<file path="config.mk">
export PLATFORM = sky130hd
export DESIGN_NAME = txdefer_guard
export DESIGN_NICKNAME = d
export VERILOG_FILES = /design/src/rtl/txdg_pkg.sv /design/src/rtl/txdg_counter.sv /design/src/rtl/txdg_fsm.sv /design/src/rtl/txdefer_guard.sv
export SDC_FILE = /design/constraint.sdc
export NUM_CORES = 1
export LEC_CHECK = 0
export CAP_MARGIN = 5
export CELL_PAD_IN_SITES_DETAIL_PLACEMENT = 1
export CELL_PAD_IN_SITES_GLOBAL_PLACEMENT = 1
export CORE_UTILIZATION = 42
export CTS_CLUSTER_SIZE = 40
export DETAILED_ROUTE_END_ITERATION = 10
export PLACE_DENSITY_LB_ADDON = 0.08
export SETUP_SLACK_MARGIN = 0.05
export SYNTH_ARGS = -nofsm -noshare
export SYNTH_HDL_FRONTEND = slang
export SYNTH_SLANG_ARGS = --single-unit
</file>
<file path="constraint.sdc">
create_clock -name clk -period 2.64 [get_ports clk]
set_clock_uncertainty 0.1 [all_clocks]
set_input_delay 0.66 -clock clk [delete_from_list [all_inputs] [get_ports clk]]
set_output_delay 0.66 -clock clk [all_outputs]
set_load 0.01 [all_outputs]
</file>
<file path="src/rtl/txdg_pkg.sv">
package txdg_pkg;

    typedef enum logic [2:0] {
        ST_IDLE  = 3'd0,
        ST_DEFER = 3'd1,
        ST_GRANT = 3'd2,
        ST_ABORT = 3'd3,
        ST_SPENT = 3'd4
    } txdg_state_e;

    typedef struct packed {
        logic deferring;
        logic permit;
        logic abort;
    } txdg_out_t;

endpackage

</file>
<file path="src/rtl/txdg_counter.sv">
module txdg_counter #(
    parameter int LIMIT = 24288
) (
    input  logic clk,
    input  logic rst,
    input  logic clr,
    input  logic adv,
    output logic full
);
    localparam int CW = $clog2(LIMIT + 1);
    localparam logic [CW-1:0] LIM_V = CW'(LIMIT);

    logic [CW-1:0] cnt;

    // Saturating bit-time counter: holds at LIMIT once reached.
    always_ff @(posedge clk) begin
        if (rst || clr) begin
            cnt <= '0;
        end else if (adv && (cnt != LIM_V)) begin
            cnt <= cnt + 1'b1;
        end
    end

    assign full = (cnt == LIM_V);
endmodule

</file>
<file path="src/rtl/txdg_fsm.sv">
module txdg_fsm
    import txdg_pkg::*;
(
    input  logic      clk,
    input  logic      rst,
    input  logic      bit_tick,
    input  logic      tx_req,
    input  logic      crs,
    input  logic      backoff_done,
    input  logic      chk_en,
    input  logic      tx_en,
    input  logic      cnt_full,
    output logic      cnt_clr,
    output logic      cnt_adv,
    output txdg_out_t outs
);
    txdg_state_e state, state_nx;
    logic go;

    assign go = tx_req && tx_en;

    // State register
    always_ff @(posedge clk) begin
        if (rst) begin
            state <= ST_IDLE;
        end else begin
            state <= state_nx;
        end
    end

    // Transitions
    always_comb begin
        state_nx = state;
        unique case (state)
            ST_IDLE: begin
                if (go) begin
                    state_nx = crs ? ST_DEFER : ST_GRANT;
                end
            end
            ST_DEFER: begin
                if (!go) begin
                    state_nx = ST_IDLE;
                end else if (!crs) begin
                    state_nx = ST_GRANT;
                end else if (bit_tick && cnt_full && chk_en) begin
                    state_nx = ST_ABORT;
                end
            end
            ST_GRANT: begin
                if (!go) begin
                    state_nx = ST_IDLE;
                end else if (backoff_done && crs) begin
                    state_nx = ST_DEFER;
                end
            end
            ST_ABORT: begin
                state_nx = tx_req ? ST_SPENT : ST_IDLE;
            end
            ST_SPENT: begin
                if (!tx_req) begin
                    state_nx = ST_IDLE;
                end
            end
            default: state_nx = ST_IDLE;
        endcase
    end

    // Outputs (Moore)
    always_comb begin
        outs    = '0;
        cnt_clr = 1'b1;
        cnt_adv = 1'b0;
        unique case (state)
            ST_IDLE:  ;
            ST_DEFER: begin
                outs.deferring = 1'b1;
                cnt_clr        = 1'b0;
                cnt_adv        = bit_tick;
            end
            ST_GRANT: outs.permit = 1'b1;
            ST_ABORT: outs.abort  = 1'b1;
            ST_SPENT: ;
            default:  ;
        endcase
    end
endmodule

</file>
<file path="src/rtl/txdefer_guard.sv">
module txdefer_guard
    import txdg_pkg::*;
#(
    parameter int LIMIT = 24288
) (
    input  logic clk,
    input  logic rst,
    input  logic bit_tick,
    input  logic tx_req,
    input  logic crs,
    input  logic backoff_done,
    input  logic chk_en,
    input  logic tx_en,
    output logic deferring,
    output logic tx_permit,
    output logic xs_abort
);
    logic      cnt_clr, cnt_adv, cnt_full;
    txdg_out_t outs;

    txdg_counter #(.LIMIT(LIMIT)) u_cnt (
        .clk  (clk),
        .rst  (rst),
        .clr  (cnt_clr),
        .adv  (cnt_adv),
        .full (cnt_full)
    );

    txdg_fsm u_fsm (
        .clk          (clk),
        .rst          (rst),
        .bit_tick     (bit_tick),
        .tx_req       (tx_req),
        .crs          (crs),
        .backoff_done (backoff_done),
        .chk_en       (chk_en),
        .tx_en        (tx_en),
        .cnt_full     (cnt_full),
        .cnt_clr      (cnt_clr),
        .cnt_adv      (cnt_adv),
        .outs         (outs)
    );

    assign deferring = outs.deferring;
    assign tx_permit = outs.permit;
    assign xs_abort  = outs.abort;
endmodule

</file>
==> impl_metrics.yaml, run 1 <==
status:
  run_status: "complete, no violations"
global_routing:
  antenna_found_initial: 0
  grt_pass1_wl_um: 4080
  gr-total-overflow: 0
  grt_pass1_vias: 908
  grt_max_degree: 13
  grt_usage_pct: 20.5
final_layout:
  nFillCells: 273
  multi_input_area_um2: 653
  final_cell_mix: "dfxtp_1 (17), a21oi_1 (11), clkdlybuf4s50_1 (10)"
  design_area_um2: 1220
  antenna_cells: 0
  register_area_um2: 362
  fin_cells: 159
  final_common_cell: "dfxtp_1"
  nets: 142
  drive_gt1_share_pct: 12.2
  areaGrowthSynthToFinish_pct: 14.3
timing:
  min_period_over_period_pct: 90.6
  hold_violations: 0
  fmax_mhz: 418
  worst_pin_slew_ns: 0.447
  rsz0062_at_grt: "false"
  slew_viol_final: 0
  timing.setup.tns_ns: 0
  setup_viol: 0
  max_slew_margin_pct: 70.1
  period_minus_slack_ns: 2.39
worst_hold_path:
  min_path_cells: 2
  min_from: "u_cnt.cnt[14]"
  hold_class: "reg2reg"
  hold_end: "u_cnt.cnt[14]"
placed_design:
  placed_area_um2: 1190
  hpwl_um: 1830
  io_buffers: 10
  dp_cells: 155
  gp_congestion: 0.759
power:
  leakage_nw: 0.361
  p_per_area_nw_per_um2: 422
  finalPower_mw: 0.516
  ir_worst_vdd_mv: 0.242
floorplanning:
  die_w_um: 52.5
  die_h_um: 52.5
  dieArea_um2: 2760
  ios: 11
  core_um2: 2300
  row_count: 17
  start_util_pct: 46.6
synthesis:
  synth_largest_area_cell: "dfxtp_1"
  synth_top_area_share_pct: 33.6
  ys_seq_area_share_pct: 33.6
  synth_area_um2: 1070
  syn_inst: 120
  synth_seq_cells: 18
  yosysWarnings: 0
  ys_async_sr_fraction_pct: 0
  synthFlopType: "dfxtp_1"
  yosysUniqueCellTypes: 41
  syn_avg_cell_area_um2: 8.93
  synth_edf_count: 0
  synth_area_leaders: "dfxtp_1 (34%), a21oi_1 (5.1%), o31ai_1 (3.5%)"
  syn-num-nets: 130
clock_network:
  cts_tree: "done"
  cts.sinks: 18
  numCtsBuffers: 3
  clock_path_buffers: 2
  root_buffer: "clkbuf_4"
  htree_num_levels: 1
  cts_setup_buffers: 0
  clk_latency_ns: 0.30
  path_clk_slew_ns: 0.11
run:
  maxCapViolCount: 0
route:
  drtIter0Drc: 8
  post_drt_wl_per_cell_um: 14.7
  drt-total-wl_um: 2340
  firstDrtPassIters: 4
  viasPerCell: 5.91
  drc_errors: 0
  vias: 940
  drt.antenna.violating_nets: 0
critical_path:
  r2r_slack_ns: 0.61
  cp.required_ns: 1.88
  r2r_end: "u_cnt.cnt[1]"
  r2r_cells: 6
  worst-setup-path-type: "reg2out"
  cp-end-kind: "output pin"
  arrival_ns: 1.63
  r2r-start: "u_cnt.cnt[0]"
  start_kind: "register"
  crit_fanout: 10
kinds of logic (layout without fill, tap and decap cells):
family	count (synthesis)	in the layout	share of synthesized area [%]
compound gates	26	26	17.3
xor+xnor	5	5	4.09
fa+ha+maj	2	2	2.34
buf+inv	11	22	5.37
flops	18	18	33.6
mux	2	2	1.87
simple gates	56	56	35.4
synth_stat cells, types with 2 or more instances:
master and count:
o21a_1 2, buf_6 2, o21ai_0 4, ha_1 2, inv_1 6, nand3_1 4
or3_2 2, nor3_1 3, nand4_1 5, clkbuf_1 2, nor4_1 2, xor2_1 3
nand2_1 8, xnor2_1 2, o31ai_1 5, nand2b_1 2, a21oi_1 11, mux2i_1 2
a2111o_1 2, or4_1 4, nand3_4 2, or3_1 2, and2_1 2, nor2_1 7
dfxtp_1 18
worst max path at each step:
stage	start	to	slack, ns
6_report	u_fsm.state[0]	xs_abort	0.25
5_1_grt	u_fsm.state[0]	xs_abort	0.14
4_1_cts	u_fsm.state[0]	xs_abort	0.10
3_5_place_dp	tx_req	u_fsm.state[1]	0.25
3_3_place_gp	tx_req	u_fsm.state[1]	0.29
2_1_floorplan	u_cnt.cnt[0]	u_cnt.cnt[1]	0.78
layout make-up:
class / count / share of cell area (%)
multi-input combinational: 91 / 53.4
sequential: 18 / 29.6
timing repair buffer: 12 / 9.41
clock buffer: 4 / 2.97
tap: 28 / 2.86
inverter: 6 / 1.84
through the flow:
step           worst slack [ns]  hold slack (ns)  utilization, %
2_1_floorplan             0.779            0.343               -
3_3_place_gp              0.287            0.367            51.6
3_5_place_dp              0.255            0.371            51.6
6_report                  0.247            0.390            53.3
5_1_grt                   0.145            0.432            53.3
4_1_cts                   0.105            0.391            53.2
flip-flops by register name, summed over array words and instances, names as in the netlist:
| name | flops |
|---|---|
| u_cnt.cnt | 15 |
| u_fsm.state | 3 |
critical path, stage by stage, from the launching register on:
cell and delay (ns):
dfxtp_2 0.45, inv_1 0.08, nor3_1 0.23, clkdlybuf4s50_1 0.58
power breakdown:
group | total (mW) | switching (mW) | internal [mW] | leakage (nW)
clock network | 0.177 | 0.0927 | 0.0840 | 0.0210
logic | 0.0612 | 0.0297 | 0.0315 | 0.194
registers | 0.278 | 0.00375 | 0.274 | 0.146
layer usage:
metal  vias to the layer above  GRT usage [%]  wire (um)
li1                        472              -          -
met1                       458           26.4       1100
met2                         8           34.0       1180
met3                         2           2.61         46
met4                         0           8.33         17
met5                         -              0          0
what timing repair did:
action / CTS / global route
resized for setup: 0 / 1
hold buffers: 0 / 0
setup endpoints to repair: 0 / 1
No activity file was read; power rests on OpenSTA's default activity.
==> run 2, diff against run 1 <==
CAP_MARGIN = 30   (was 5)
REMOVE_ABC_BUFFERS = 1   (was not set)
==> run 2 against run 1 <==
  * Core utilization decreased by 0.27 points
  * Non-clock buffer count decreased by 1
  * Final cell count decreased by 0.63%
  * Register-to-register slack improved by 0.02 ns
  * Clock power about the same
  * Via count increased by 0.32%
  * Fmax decreased by 2.5%
  * Setup slack got worse by 0.062 ns
  * First-iteration DRC count increased by 50%
  * Total power about the same
  * Critical path type unchanged
  * Critical endpoint unchanged
  * Critical path depth unchanged
==> impl_metrics.yaml, run 2 (synthesized netlist as in run 1, its figures left out) <==
final_layout:
  final_cell_mix: "dfxtp_1 (16), a21oi_1 (11), clkdlybuf4s50_1 (10)"
  top_regs: "u_cnt.cnt (15), u_fsm.state (3)"
  antenna_cells: 0
  final_common_cell: "dfxtp_1"
  fin_cells: 158
  largest_reg_flops: 15
  top_register: "u_cnt.cnt"
  areaGrowthSynthToFinish_pct: 13.7
  drive_gt1_share_pct: 12.3
  nets: 141
critical_path:
  cp-end-kind: "output pin"
  cpPeakStageDelay_ns: 0.59
  crit_fanout: 8
  cp.required_ns: 1.88
  arrival_ns: 1.69
  worstPathCellList: "inv_1, nor3_1, clkdlybuf4s50_1"
  slowest_stage: "clkdlybuf4s50_1"
  critPathBufInv: 2
  critPathTopFamily: "buffers and inverters"
  start_kind: "register"
  worst-setup-path-type: "reg2out"
placed_design:
  dp_cells: 154
  preCtsSetupSlack_ns: 0.228
  hpwl_um: 1870
  gp_congestion: 0.747
  io_buffers: 10
clock_network:
  cts_tree: "done"
  cts.sinks: 18
  numCtsBuffers: 3
  ctsHoldBuffers: 0
  htree_num_levels: 1
  root_buffer: "clkbuf_4"
  path_clk_slew_ns: 0.12
  cts_setup_buffers: 0
  clk_latency_ns: 0.31
  clock_path_buffers: 2
route:
  post_drt_wl_per_cell_um: 15.7
  drc_errors: 0
  firstDrtPassIters: 4
  drt-total-wl_um: 2480
  vias: 943
  viasPerCell: 5.97
  drtIter0Drc: 12
  drt.antenna.violating_nets: 0
floorplanning:
  row_count: 17
  ios: 11
  die_h_um: 52.5
  start_util_pct: 46.6
  dieArea_um2: 2760
  core_um2: 2300
  die_w_um: 52.5
global_routing:
  grt_usage_pct: 21.6
  grt_pass1_wl_um: 4370
  grt_pass1_vias: 966
  antenna_found_initial: 0
  grt-busiest-layer: "met2"
  gr-total-overflow: 0
  grt_max_degree: 13
  grt_use_met3_pct: 4.35
  gr-usage-met2_pct: 36.9
  use_met1_pct: 25.1
timing:
  worst_pin_slew_ns: 0.444
  fin_ws_ns: 0.185
  timing.setup.tns_ns: 0
  fmax_mhz: 407
  setup_viol: 0
  slew_viol_final: 0
  period_minus_slack_ns: 2.45
  max_slew_margin_pct: 70.4
  min_period_over_period_pct: 93.0
  hold_violations: 0
  rsz0062_at_grt: "false"
power:
  leakage_nw: 0.356
  finalPower_mw: 0.517
  p_per_area_nw_per_um2: 424
  ir_worst_vdd_mv: 0.219
worst_hold_path:
  hold_class: "reg2reg"
status:
  run_status: "complete, no violations"
run:
  maxCapViolCount: 0
==> run 2: what timing repair did <==
item                                    in CTS  in global routing
endpoints found under the setup margin       1                  1
gates resized for setup                      1                  1
hold endpoints to repair                     0                  0
==> run 2: stage by stage <==
stage / hold WS [ns] / util [%] / area [um^2]
after floorplan: 0.343 / - / 1040
after global placement: 0.374 / 51.3 / 1180
after detailed placement: 0.377 / 51.3 / 1180
after CTS: 0.402 / 52.9 / 1220
after global routing: 0.449 / 53.0 / 1220
final: 0.396 / 53.0 / 1220
==> run 2: worst register-to-register path: stages, from the launching register on <==
cell and delay, ns:
dfxtp_1 0.34, inv_1 0.09, ha_1 0.15, or4b_4 0.48
o41ai_4 0.46, mux2i_1 0.23, nor2_1 0.05
==> run 2: layout make-up <==
cell class | instances | area, um^2
clock buffer | 4 | 36.3
fill | 274 | 1080
inverter | 6 | 22.5
multi-input combinational | 91 | 653
sequential | 18 | 363
tap | 28 | 35.0
timing repair buffer | 11 | 108
==> run 2: worst paths after layout <==
kind / startpoint / end / slack, ns / cells after the start
min reg2reg: u_cnt.cnt[14] / u_cnt.cnt[14] / 0.40 / 2
max: u_fsm.state[1] / xs_abort / 0.19 / 3
min: u_cnt.cnt[14] / u_cnt.cnt[14] / 0.40 / 2
max reg2reg: u_cnt.cnt[0] / u_cnt.cnt[1] / 0.63 / 6
==> run 2: metal layers <==
layer | vias to the layer above | share of wire (%) | wire length [um]
li1 | 468 | - | -
met1 | 453 | 47 | 1170
met2 | 14 | 48 | 1190
met3 | 8 | 2.4 | 60
met4 | 0 | 2.5 | 63
met5 | - | 0 | 0
==> run 2: where the power goes <==
group	total (mW)	switching (mW)	internal [mW]
Sequential	0.282	0.00709	0.275
Clock	0.178	0.0943	0.0842
Combinational	0.0562	0.0268	0.0294
